## src/rtl/dispram_pkg.sv

```systemverilog
package dispram_pkg;

    typedef enum logic [1:0] {
        SEL_ROW  = 2'd0,
        SEL_COL  = 2'd1,
        SEL_DATA = 2'd2,
        SEL_NONE = 2'd3
    } sel_e;

    localparam int unsigned PORT_DISP = 0;
    localparam int unsigned PORT_CPU  = 1;
    localparam int unsigned NUM_PORTS = 2;

endpackage

```

## src/rtl/dispram_addr_map.sv

```systemverilog
module dispram_addr_map #(
    parameter int unsigned ROWS = 15,
    parameter int unsigned COLS = 33,
    parameter int unsigned RW   = 4,
    parameter int unsigned CW   = 6,
    parameter int unsigned AW   = 9
) (
    input  logic [RW-1:0] row_i,
    input  logic [CW-1:0] col_i,
    output logic [AW-1:0] lin_o,
    output logic          in_range_o
);
    localparam int unsigned WW    = RW + CW + 1;
    localparam int unsigned DEPTH = ROWS * COLS;

    logic [WW-1:0] wide;

    always_comb begin
        wide       = WW'(row_i) * WW'(COLS) + WW'(col_i);
        in_range_o = (col_i < CW'(COLS)) && (wide < WW'(DEPTH));
        lin_o      = in_range_o ? wide[AW-1:0] : '0;
    end

endmodule

```

## src/rtl/dispram_store.sv

```systemverilog
module dispram_store #(
    parameter int unsigned DEPTH = 495,
    parameter int unsigned AW    = 9,
    parameter int unsigned DW    = 8
) (
    input  logic          clk_i,
    input  logic          rst_ni,
    input  logic [AW-1:0] addr_i,
    input  logic          we_i,
    input  logic [DW-1:0] wdata_i,
    output logic [DW-1:0] rdata_o
);
    logic [DW-1:0] mem [DEPTH];

    always_ff @(posedge clk_i) begin
        if (we_i) mem[addr_i] <= wdata_i;
    end

    always_comb begin
        rdata_o = (addr_i < AW'(DEPTH)) ? mem[addr_i] : '0;
    end

    // out-of-range cells never reach the array
    p_write_in_bounds_r7: assert property (@(posedge clk_i) disable iff (!rst_ni)
        we_i |-> (addr_i < AW'(DEPTH)));

endmodule

```

## src/rtl/dispram_cpu_port.sv

```systemverilog
module dispram_cpu_port
    import dispram_pkg::*;
#(
    parameter int unsigned RW = 4,
    parameter int unsigned CW = 6,
    parameter int unsigned DW = 8
) (
    input  logic          clk_i,
    input  logic          rst_ni,
    input  logic          cpu_slot_i,
    input  logic          valid_i,
    input  sel_e          sel_i,
    input  logic          we_i,
    input  logic [DW-1:0] wdata_i,
    input  logic [DW-1:0] mem_rdata_i,
    output logic          acc_en_o,
    output logic          acc_we_o,
    output logic [RW-1:0] acc_row_o,
    output logic [CW-1:0] acc_col_o,
    output logic [DW-1:0] acc_wdata_o,
    output logic          ack_o,
    output logic [DW-1:0] rdata_o
);
    typedef struct packed {
        logic [RW-1:0] row;
        logic [CW-1:0] col;
        logic          pend_v;
        logic          pend_we;
        logic [RW-1:0] pend_row;
        logic [CW-1:0] pend_col;
        logic [DW-1:0] pend_wdata;
        logic [1:0]    ack_pipe;
        logic [DW-1:0] rdata;
    } port_state_t;

    port_state_t st_d, st_q;
    logic        new_acc;

    always_comb begin
        st_d        = st_q;
        new_acc     = valid_i && (sel_i == SEL_DATA);
        acc_en_o    = 1'b0;
        acc_we_o    = 1'b0;
        acc_row_o   = st_q.row;
        acc_col_o   = st_q.col;
        acc_wdata_o = wdata_i;

        if (valid_i && sel_i == SEL_ROW) st_d.row = wdata_i[RW-1:0];
        if (valid_i && sel_i == SEL_COL) st_d.col = wdata_i[CW-1:0];

        if (st_q.pend_v) begin
            acc_en_o    = 1'b1;
            acc_we_o    = st_q.pend_we;
            acc_row_o   = st_q.pend_row;
            acc_col_o   = st_q.pend_col;
            acc_wdata_o = st_q.pend_wdata;
            st_d.pend_v = 1'b0;
        end else if (new_acc && cpu_slot_i) begin
            acc_en_o = 1'b1;
            acc_we_o = we_i;
        end else if (new_acc) begin
            st_d.pend_v     = 1'b1;
            st_d.pend_we    = we_i;
            st_d.pend_row   = st_q.row;
            st_d.pend_col   = st_q.col;
            st_d.pend_wdata = wdata_i;
        end

        if (acc_en_o && !acc_we_o) st_d.rdata = mem_rdata_i;
        st_d.ack_pipe = {st_q.ack_pipe[0], new_acc};
    end

    always_ff @(posedge clk_i) begin
        if (!rst_ni) st_q <= '0;
        else         st_q <= st_d;
    end

    assign ack_o   = st_q.ack_pipe[1];
    assign rdata_o = st_q.rdata;

    // a parked request is served in the very next slot
    p_pend_served_r4: assert property (@(posedge clk_i) disable iff (!rst_ni)
        st_q.pend_v |-> (acc_en_o && cpu_slot_i));
    // completion exactly two cycles after the request
    p_ack_latency_r4: assert property (@(posedge clk_i) disable iff (!rst_ni)
        new_acc |-> ##2 ack_o);
    // request spacing rule
    p_req_spacing_r4: assert property (@(posedge clk_i) disable iff (!rst_ni)
        new_acc |=> !new_acc);

endmodule

```

## src/rtl/dispram_slot_arbiter.sv

```systemverilog
module dispram_slot_arbiter
    import dispram_pkg::*;
#(
    parameter int unsigned ROWS = 15,
    parameter int unsigned COLS = 33,
    parameter int unsigned DW   = 8
) (
    input  logic                       clk_i,
    input  logic                       rst_ni,
    output logic                       disp_slot_o,
    input  logic [$clog2(ROWS+1)-1:0]  disp_row_i,
    input  logic [$clog2(COLS)-1:0]    disp_col_i,
    output logic [DW-1:0]              disp_data_o,
    input  logic                       cpu_valid_i,
    input  logic [1:0]                 cpu_sel_i,
    input  logic                       cpu_we_i,
    input  logic [DW-1:0]              cpu_wdata_i,
    output logic                       cpu_ack_o,
    output logic [DW-1:0]              cpu_rdata_o
);
    localparam int unsigned RW    = $clog2(ROWS + 1);
    localparam int unsigned CW    = $clog2(COLS);
    localparam int unsigned DEPTH = ROWS * COLS;
    localparam int unsigned AW    = $clog2(DEPTH);

    typedef struct packed {
        logic          phase;
        logic [DW-1:0] disp_data;
    } top_state_t;

    top_state_t st_d, st_q;

    logic [RW-1:0] port_row [NUM_PORTS];
    logic [CW-1:0] port_col [NUM_PORTS];
    logic [AW-1:0] port_lin [NUM_PORTS];
    logic          port_inr [NUM_PORTS];

    logic          cpu_slot;
    logic          acc_en, acc_we;
    logic [RW-1:0] acc_row;
    logic [CW-1:0] acc_col;
    logic [DW-1:0] acc_wdata;
    logic [AW-1:0] ram_addr;
    logic          ram_we;
    logic [DW-1:0] ram_rdata;
    logic [DW-1:0] cpu_mem_rd;

    assign disp_slot_o = ~st_q.phase;
    assign cpu_slot    = st_q.phase;

    assign port_row[PORT_DISP] = disp_row_i;
    assign port_col[PORT_DISP] = disp_col_i;
    assign port_row[PORT_CPU]  = acc_row;
    assign port_col[PORT_CPU]  = acc_col;

    for (genvar p = 0; p < NUM_PORTS; p++) begin : g_map
        dispram_addr_map #(
            .ROWS(ROWS), .COLS(COLS), .RW(RW), .CW(CW), .AW(AW)
        ) map_i (
            .row_i      (port_row[p]),
            .col_i      (port_col[p]),
            .lin_o      (port_lin[p]),
            .in_range_o (port_inr[p])
        );
    end

    dispram_cpu_port #(.RW(RW), .CW(CW), .DW(DW)) cpu_i (
        .clk_i       (clk_i),
        .rst_ni      (rst_ni),
        .cpu_slot_i  (cpu_slot),
        .valid_i     (cpu_valid_i),
        .sel_i       (sel_e'(cpu_sel_i)),
        .we_i        (cpu_we_i),
        .wdata_i     (cpu_wdata_i),
        .mem_rdata_i (cpu_mem_rd),
        .acc_en_o    (acc_en),
        .acc_we_o    (acc_we),
        .acc_row_o   (acc_row),
        .acc_col_o   (acc_col),
        .acc_wdata_o (acc_wdata),
        .ack_o       (cpu_ack_o),
        .rdata_o     (cpu_rdata_o)
    );

    dispram_store #(.DEPTH(DEPTH), .AW(AW), .DW(DW)) store_i (
        .clk_i   (clk_i),
        .rst_ni  (rst_ni),
        .addr_i  (ram_addr),
        .we_i    (ram_we),
        .wdata_i (acc_wdata),
        .rdata_o (ram_rdata)
    );

    always_comb begin
        ram_addr   = cpu_slot ? port_lin[PORT_CPU] : port_lin[PORT_DISP];
        ram_we     = cpu_slot && acc_en && acc_we && port_inr[PORT_CPU];
        cpu_mem_rd = port_inr[PORT_CPU] ? ram_rdata : '0;

        st_d       = st_q;
        st_d.phase = ~st_q.phase;
        if (!cpu_slot) st_d.disp_data = port_inr[PORT_DISP] ? ram_rdata : '0;
    end

    always_ff @(posedge clk_i) begin
        if (!rst_ni) st_q <= '0;
        else         st_q <= st_d;
    end

    assign disp_data_o = st_q.disp_data;

    // processor accesses only in processor slots
    p_cpu_in_own_slot_r1: assert property (@(posedge clk_i) disable iff (!rst_ni)
        acc_en |-> !disp_slot_o);
    // display result held through the processor slot
    p_disp_hold_r2: assert property (@(posedge clk_i) disable iff (!rst_ni)
        !disp_slot_o |=> $stable(disp_data_o));
    // write followed by display read of the same cell returns new byte
    p_write_then_read_r8: assert property (@(posedge clk_i) disable iff (!rst_ni)
        ($past(ram_we) && disp_slot_o && port_inr[PORT_DISP]
         && port_lin[PORT_DISP] == $past(ram_addr))
        |=> disp_data_o == $past(acc_wdata, 2));

endmodule

```

## config.mk

```make
export PLATFORM = sky130hd
export DESIGN_NAME = dispram_slot_arbiter
export DESIGN_NICKNAME = d
export VERILOG_FILES = /design/src/rtl/dispram_pkg.sv /design/src/rtl/dispram_addr_map.sv /design/src/rtl/dispram_store.sv /design/src/rtl/dispram_cpu_port.sv /design/src/rtl/dispram_slot_arbiter.sv
export SDC_FILE = /design/constraint.sdc
export NUM_CORES = 2
export LEC_CHECK = 0
export BUFFER_PORTS_ARGS = -buffer_cell sky130_fd_sc_hd__buf_2
export CAP_MARGIN = 20
export CORE_UTILIZATION = 55
export DETAILED_ROUTE_END_ITERATION = 10
export PLACE_DENSITY = 0.7
export SYNTH_ARGS = -nofsm -noshare
export SYNTH_HDL_FRONTEND = slang
export SYNTH_SLANG_ARGS = --single-unit
```

## constraint.sdc

```tcl
create_clock -name clk_i -period 7.5 [get_ports clk_i]
set_clock_uncertainty 0.1 [all_clocks]
set_input_delay 0.75 -clock clk_i [delete_from_list [all_inputs] [get_ports clk_i]]
set_output_delay 0.75 -clock clk_i [all_outputs]
set_load 0.05 [all_outputs]
```

# Word-level counts from Yosys, hierarchy flattened
# Memories as Yosys holds them, arrays and structs flattened.
# Index checks and enable logic that the tools add are counted.
[word_totals]
reg_bits = 49
latch_bits = 0
ram_bits = 3960
mem_bits_ro = 0
input_bits = 24
output_inout_bits = 18
elab_cells = 57
n_memories = 1
[op_classes]
add_sub_neg = 2
multipliers = 2
div_mod_pow = 0
magnitude_cmp = 5
eq_ne = 2
shifts = 0
muxes = 16
bitwise_logic = 4
n_reduce_logical = 14
[mem_list]
columns = ["memory", "depth", "width", "rd", "rd_clocked_by_memory_dff", "wr", "line", "source"]
rows = [
  ["store_i.mem", 495, 8, 1, 0, 1, "dispram_store.sv:13", "logic [DW-1:0] mem [DEPTH];"],
]
[ops]
columns = ["cell", "count"]
rows = [
  ["$mux 8", 4],
  ["$mux 9", 3],
  ["$add 10x6->11", 2],
  ["$lt 11x9->1 const B", 2],
  ["$mul 4x6->10 const B", 2],
  ["$mux 20", 1],
  ["$lt 6x6->1 const B", 2],
  ["$logic_and 1x1->1", 10],
  ["$lt 9x9->1 const B", 1],
  ["$mux 1", 6],
  ["$mux 6", 1],
  ["$mux 4", 1],
  ["$not 1->1", 4],
  ["$reduce_and 3->1", 1],
  ["$reduce_or 3->1", 1],
  ["$eq 2x1->1 const B", 1],
  ["$eq 2x2->1 const B", 1],
  ["$logic_not 2->1", 1],
  ["$logic_not 1->1", 1],
]

# Depth between registers and ports, before layout
[logic_depth]
ltp_word = 10
mapped_depth = 27
depth_no_buf = 17

# By module
# Synthesis repeated with hierarchy kept, for this count alone.
[unflattened]
hier_cells = 7557
area_unflattened_um2 = 157164.5
[modules_own_cells]
columns = ["module", "n_inst", "cells_per_inst", "area_per_inst_um2", "seq_area_each_um2"]
rows = [
  ["dispram_store", 1, 7176, 153656.1, 118914.0],
  ["dispram_cpu_port", 1, 197, 1891.8, 800.8],
  ["dispram_addr_map", 2, 63, 540.5, 0.0],
  ["dispram_slot_arbiter", 1, 58, 535.5, 180.2],
]

# Worst setup path before layout
# Ideal clock, no wire load.
[synth_path]
path_type = "reg-to-reg"
startpoint = "reg cpu_i.st_q[29] (netlist name)"
endpoint = "mem store_i.mem[474][0], enable pin"
setup_ps = 371
arrival_time_ps = 6073
required_ps = 7029
setup_slack_ps = 957
stages_incl_launch_ff = 21
n_path_buf = 9
synth_period_minus_slack_ps = 6543
path_cell_list = "dfxtp_1 > buf_2 > buf_1 > buf_1 > mux2_2 > ha_1 > ha_1 > fa_1 > xor2_1 > a32oi_1 > a211oi_4 > a41o_1 > buf_2 > o32ai_1 > clkbuf_1 > clkbuf_1 > buf_1 > clkbuf_1 > nand2_1 > clkbuf_1 > nor2_1"
[synth_via]
elab_chain_cells = 8
word_cells_on_any_way = 16
cone_classes = "add/sub (1); mul (1); order compare (2); mux (8); reduce/logical (4)"
[synth_lines]
columns = ["element", "line", "source"]
rows = [
  ["start: declaration", "dispram_cpu_port.sv:36", "port_state_t st_d, st_q;"],
  ["start signal: assignment", "dispram_cpu_port.sv:75", "else st_q <= st_d;"],
  ["$mux 4", "dispram_cpu_port.sv:51", "if (st_q.pend_v) begin"],
  ["$mul 4x6->10", "dispram_addr_map.sv:19", "wide = WW'(row_i) * WW'(COLS) + WW'(col_i);"],
  ["$add 10x6->11", "dispram_addr_map.sv:19", ""],
  ["$lt 11x9->1", "dispram_addr_map.sv:20", "in_range_o = (col_i < CW'(COLS)) && (wide < WW'(DEPTH));"],
  ["$logic_and 1x1->1", "dispram_addr_map.sv:20", ""],
  ["$logic_and 1x1->1", "dispram_slot_arbiter.sv:96", "ram_we = cpu_slot && acc_en && acc_we && port_inr[PORT_CPU];"],
  ["$mux 1", "dispram_store.sv:16", "if (we_i) mem[addr_i] <= wdata_i;"],
  ["$mux 1 (not written as such)", "dispram_store.sv:16", ""],
  ["end: declaration", "dispram_store.sv:13", ""],
]
# Parallel ways exist; a longest one is shown, timed or not.

# Worst setup path after layout
[layout_path]
startpoint = "reg cpu_i.st_q[29] (netlist name)"
endpoint = "reg st_q, in the netlist disp_data_o[2]"
[layout_via]
elab_chain_cells = 10
word_cells_on_any_way = 13
cone_classes = "add/sub (1); mul (1); order compare (3); mux (6); reduce/logical (1); memory (1)"
[layout_lines]
columns = ["element", "line", "source"]
rows = [
  ["$mux 4", "dispram_cpu_port.sv:51", ""],
  ["$mul 4x6->10", "dispram_addr_map.sv:19", ""],
  ["$add 10x6->11", "dispram_addr_map.sv:19", ""],
  ["$lt 11x9->1", "dispram_addr_map.sv:20", ""],
  ["$logic_and 1x1->1", "dispram_addr_map.sv:20", ""],
  ["$mux 9 (*)", "dispram_addr_map.sv:21", "lin_o = in_range_o ? wide[AW-1:0] : '0;"],
  ["$mux 9 (*)", "dispram_slot_arbiter.sv:95", "ram_addr = cpu_slot ? port_lin[PORT_CPU] : port_lin[PORT_DISP];"],
  ["$mem_v2 495x8 / $lt 9x9->1 (equally long branches)", "--", ""],
  ["$mux 8 (*)", "dispram_store.sv:20", "rdata_o = (addr_i < AW'(DEPTH)) ? mem[addr_i] : '0;"],
  ["$mux 8 (*)", "dispram_slot_arbiter.sv:101", "if (!cpu_slot) st_d.disp_data = port_inr[PORT_DISP] ? ram_rdata : '0;"],
  ["end signal: assignment", "dispram_slot_arbiter.sv:106", "else st_q <= st_d;"],
  ["end: declaration", "dispram_slot_arbiter.sv:31", "top_state_t st_d, st_q;"],
]
# Every way passes the cells marked *; elsewhere a longest branch is shown, timed or not.
# A chain may end at the register's enable or synchronous reset.

==> metrics.md <==
| Metric | Value |
|---|---|
| Initial core utilization | `55.5%` |
| Worst vdd ir | `267 uV` |
| Final slew viol count | `0` |
| Final WL | `509,000 um` |
| Vias in the first global route | `91,800` |
| Final WS setup | `-0.00157 ns` |
| Worst-path cell chain | `mux2_2 -> ha_1 -> ha_1 -> fa_1 -> xor2_1 -> buf_4 -> a32oi_1 -> a211oi_4 -> a41oi_4 -> buf_4 -> a31oi_2 -> a21o_4 -> buf_12 -> o221ai_1 -> nand3_1 -> and4_1 -> nand4b_1 -> a2111oi_0 -> buf_4 -> nand4_1 -> o41ai_1` |
| GRT overflow | `0` |
| Via count | `97,700` |
| Nets | `9,516` |
| Post-Syn Nets | `9,274` |
| Worst path arrival time | `8.30 ns` |
| Top FF cell, synth | `edfxtp_1` |
| Synth Area per Inst | `16.5 sq um` |
| Number of port buffers | `41` |
| Internal Power | `0.0375 W` |
| Placed cell area | `159,000 sq um` |
| GRT Overall Usage | `36.0%` |
| GPL Wtd Cong | `1.03` |
| Fin crit period | `7.50 ns` |
| NetSw | `0.0122 W` |
| Core Util, Final | `62.8%` |
| Sequential-to-total area share from yosys stat | `78.7%` |
| Startpoint types | `flop` |
| Placed cell count | `12,700` |
| Worst-Skew Late Latency | `0.99 ns` |
| Most frequent CP cell | `buf_4` |
| Die area | `279,000 sq um` |
| Critical path class | `reg -> reg` |
| Root buffer cell | `clkbuf_16` |
| Final setup fails | `1` |
| WP buf/inv | `4` |
| Die H | `528 um` |
| Post-Syn Instances | `9,228` |
| Initial DRC Count | `18,500` |
| Area delta synth->final | `13.3%` |
| Post-Layout Cell Count | `13,500` |
| Status | `complete, but fails checks` |
| Final Cycle Share | `100%` |
| Worst hold slack | `0.195 ns` |
| Max-slew headroom | `7.77%` |
| Reg clk slew, reported paths | `0.06 ns` |
| Clock Tree Buf Depth | `4` |
| Post-DP HPWL | `318,000 um` |
| Filler cells | `19,000` |
| Max-cap viol count | `0` |
| # H-tree levels | `5` |
| Seq pwr share | `49.7%` |
| Cell Rows | `192` |
| Max incr delay on CP | `0.77 ns` |
| Failing checks | `setup timing` |
| Yosys Warn Count | `0` |
| Num CTS Buffers | `393` |
| Peak Freq | `133 MHz` |
| Via-to-Cell Ratio | `7.23` |
| Commonest non-fill, non-tap cell in the layout | `edfxtp_1` |
| Crit path required time | `8.30 ns` |
| Global-route wire length before repair | `706,000 um` |
| Routed len/inst | `37.7 um` |
| Post-synth ARST share | `0%` |
| CTS sink cnt | `4,009` |
| Clock network fraction of design power | `40.5%` |
| Seq cells post-synth | `4,009` |
| Hold Crit Class | `in -> reg` |
| Worst slew pin tran | `1.38 ns` |
| Layout cells sized above 1 | `12.6%` |
| Final ANT Viol Nets | `0` |
| CTS tree | `done` |
| Unique masters post-synth | `99` |
| Worst setup EP type | `flop` |
| Core Box Area | `275,000 sq um` |
| I/O Pins | `42` |
| Post-synth EDFFs | `3,960` |
| Mapped Area | `152,000 sq um` |
| Switch share | `24.5%` |
| Hold Vio Cnt, Final | `0` |
| Comb pwr share | `9.8%` |
| Pin count of the biggest net entering global routing | `190` |
| RSZ-0062 raised after global routing | `false` |
| P per Cell Area | `288 nW/um^2` |
| Most frequent cells in the layout | `3,960 x edfxtp_1, 928 x nor2_1, 695 x o22a_1` |
| CP max-delay cell | `a2111oi_0` |
| TritonRoute pass-1 iters | `10` |
| Static leakage | `53.2 nW` |
| Die width | `528 um` |
| CP top delay family | `compound AO/OA/AOI/OAI gates` |
| Design area | `172,000 sq um` |
| Critical path fanouts, max | `29` |
| Residual DRC | `0` |
| Antenna violations before repair | `30` |
## power by group through the flow
| stage | Clock [W] | Combinational [W] | Sequential (W) |
|---|---|---|---|
| after detailed placement | 0 | 0.00462 | 0.0252 |
| after global placement | 0 | 0.00456 | 0.0252 |
| after CTS | 0.0201 | 0.00465 | 0.0247 |
| final | 0.0201 | 0.00486 | 0.0247 |
| after global routing | 0.0209 | 0.00491 | 0.0247 |
| after floorplan | 0 | 0.00241 | 0.0253 |
## path summary, 6_finish.rpt
check             depth (start not counted)                 startpoint                     endpoint  slack, ns
hold / removal                            6               cpu_sel_i[0]  cpu_i.st_q[13]$_SDFFE_PN0P_       0.20
setup / recovery                         21  cpu_i.st_q[29]$_SDFF_PP0_  disp_data_o[2]$_SDFFE_PN0N_     -0.002
hold reg to reg                           1   cpu_i.st_d[9]$_SDFF_PN0_       cpu_i.ack_o$_SDFF_PN0_       0.35
setup reg to reg                         21  cpu_i.st_q[29]$_SDFF_PP0_  disp_data_o[2]$_SDFFE_PN0N_     -0.002
## registers in the layout (all words and copies together), names as in the netlist
register	cells
cpu_slot	1
disp_data_o	8
cpu_i.ack_o	1
cpu_i.rdata_o	8
cpu_i.st_d	1
cpu_i.st_q	30
store_i.mem	3960
## synthesized netlist by cell type (10+ instances only)
cell type | n | area (sq um)
edfxtp_1 | 3960 | 119000
nor2_1 | 933 | 3500
o22a_1 | 696 | 6100
o221ai_1 | 515 | 4510
o22ai_1 | 473 | 2960
o21ai_0 | 462 | 2310
buf_2 | 284 | 1420
clkbuf_1 | 277 | 1040
nand2_1 | 200 | 751
a22oi_1 | 184 | 1380
nor3_1 | 128 | 641
a21oi_1 | 109 | 546
buf_4 | 91 | 683
nand3_1 | 81 | 405
nand4_1 | 66 | 413
a222oi_1 | 52 | 521
dfxtp_1 | 49 | 981
o31ai_1 | 47 | 353
buf_1 | 43 | 161
a31oi_1 | 40 | 250
inv_1 | 36 | 135
a22o_1 | 32 | 280
nor4_1 | 28 | 175
nor2b_1 | 27 | 169
o2111ai_1 | 26 | 228
a211oi_1 | 22 | 165
a21boi_0 | 21 | 158
o21ai_1 | 21 | 105
ha_1 | 20 | 250
or4_1 | 20 | 150
a31o_2 | 19 | 166
mux2_2 | 15 | 169
a32oi_1 | 14 | 123
a221oi_1 | 13 | 114
o31a_1 | 13 | 114
a2111oi_0 | 11 | 96.3
a21o_1 | 11 | 82.6
mux2i_1 | 11 | 110
and2_1 | 10 | 62.6
and4_1 | 10 | 87.6
## area by class of cell
type	instances	area (sq um)	share of cell area, %
multi-input cells	4481	29400	17.0
repair buffers	549	5300	3.07
clock inverters	239	2770	1.60
clock buffers	482	10300	5.98
well taps	3686	4610	2.67
diodes	30	75.1	0.0435
flip-flops and latches	4009	120000	69.5
inverters	36	135	0.0783
## worst reg2reg max path: cells and delay by family, from the launching register on
kind | cells | cell delay [ns]
adders and majority gates | 3 | 1.06
muxes | 1 | 0.39
AOI/OAI and AO/OA | 8 | 3.33
xor gates and xnor gates | 1 | 0.20
DFF | 1 | 0.39
buffers and inverters | 4 | 0.99
and+or+nand+nor | 4 | 0.95
## cell families after synthesis
group	after synthesis	synth area share, %
buffers and inverters	738	2.31
AOI/OAI and AO/OA	2857	14.0
xor gates and xnor gates	9	0.0567
adders and majority gates	22	0.191
muxes	28	0.203
and+or+nand+nor	1565	4.49
DFF	4009	78.7
## metrics by stage
step	power, W	setup WS (ns)	TNS, ns
final	0.0497	-0.00157	-0.00157
after global routing	0.0505	0.00394	0
after CTS	0.0495	0.0681	0
after detailed placement	0.0298	-0.338	-0.673
after global placement	0.0298	-0.378	-0.778
after floorplan	0.0277	0.957	0
## timing repair
item,4_1_cts,5_1_grt
pin swaps,3,5
gates resized for setup,2,22
buffers inserted,3,1
endpoints found under the setup margin,2,13
hold buffers,11,0
endpoints found under the hold margin,16,0
## routing by layer
layer / up-vias / global-route usage [%] / routed length (um)
li1: 38500 / - / -
met1: 49300 / 48.5 / 178000
met2: 8338 / 51.1 / 218000
met3: 1530 / 12.3 / 77700
met4: 38 / 21.1 / 35000
met5: - / 0 / 347
Note: power is estimated with default switching activity, not from simulation.
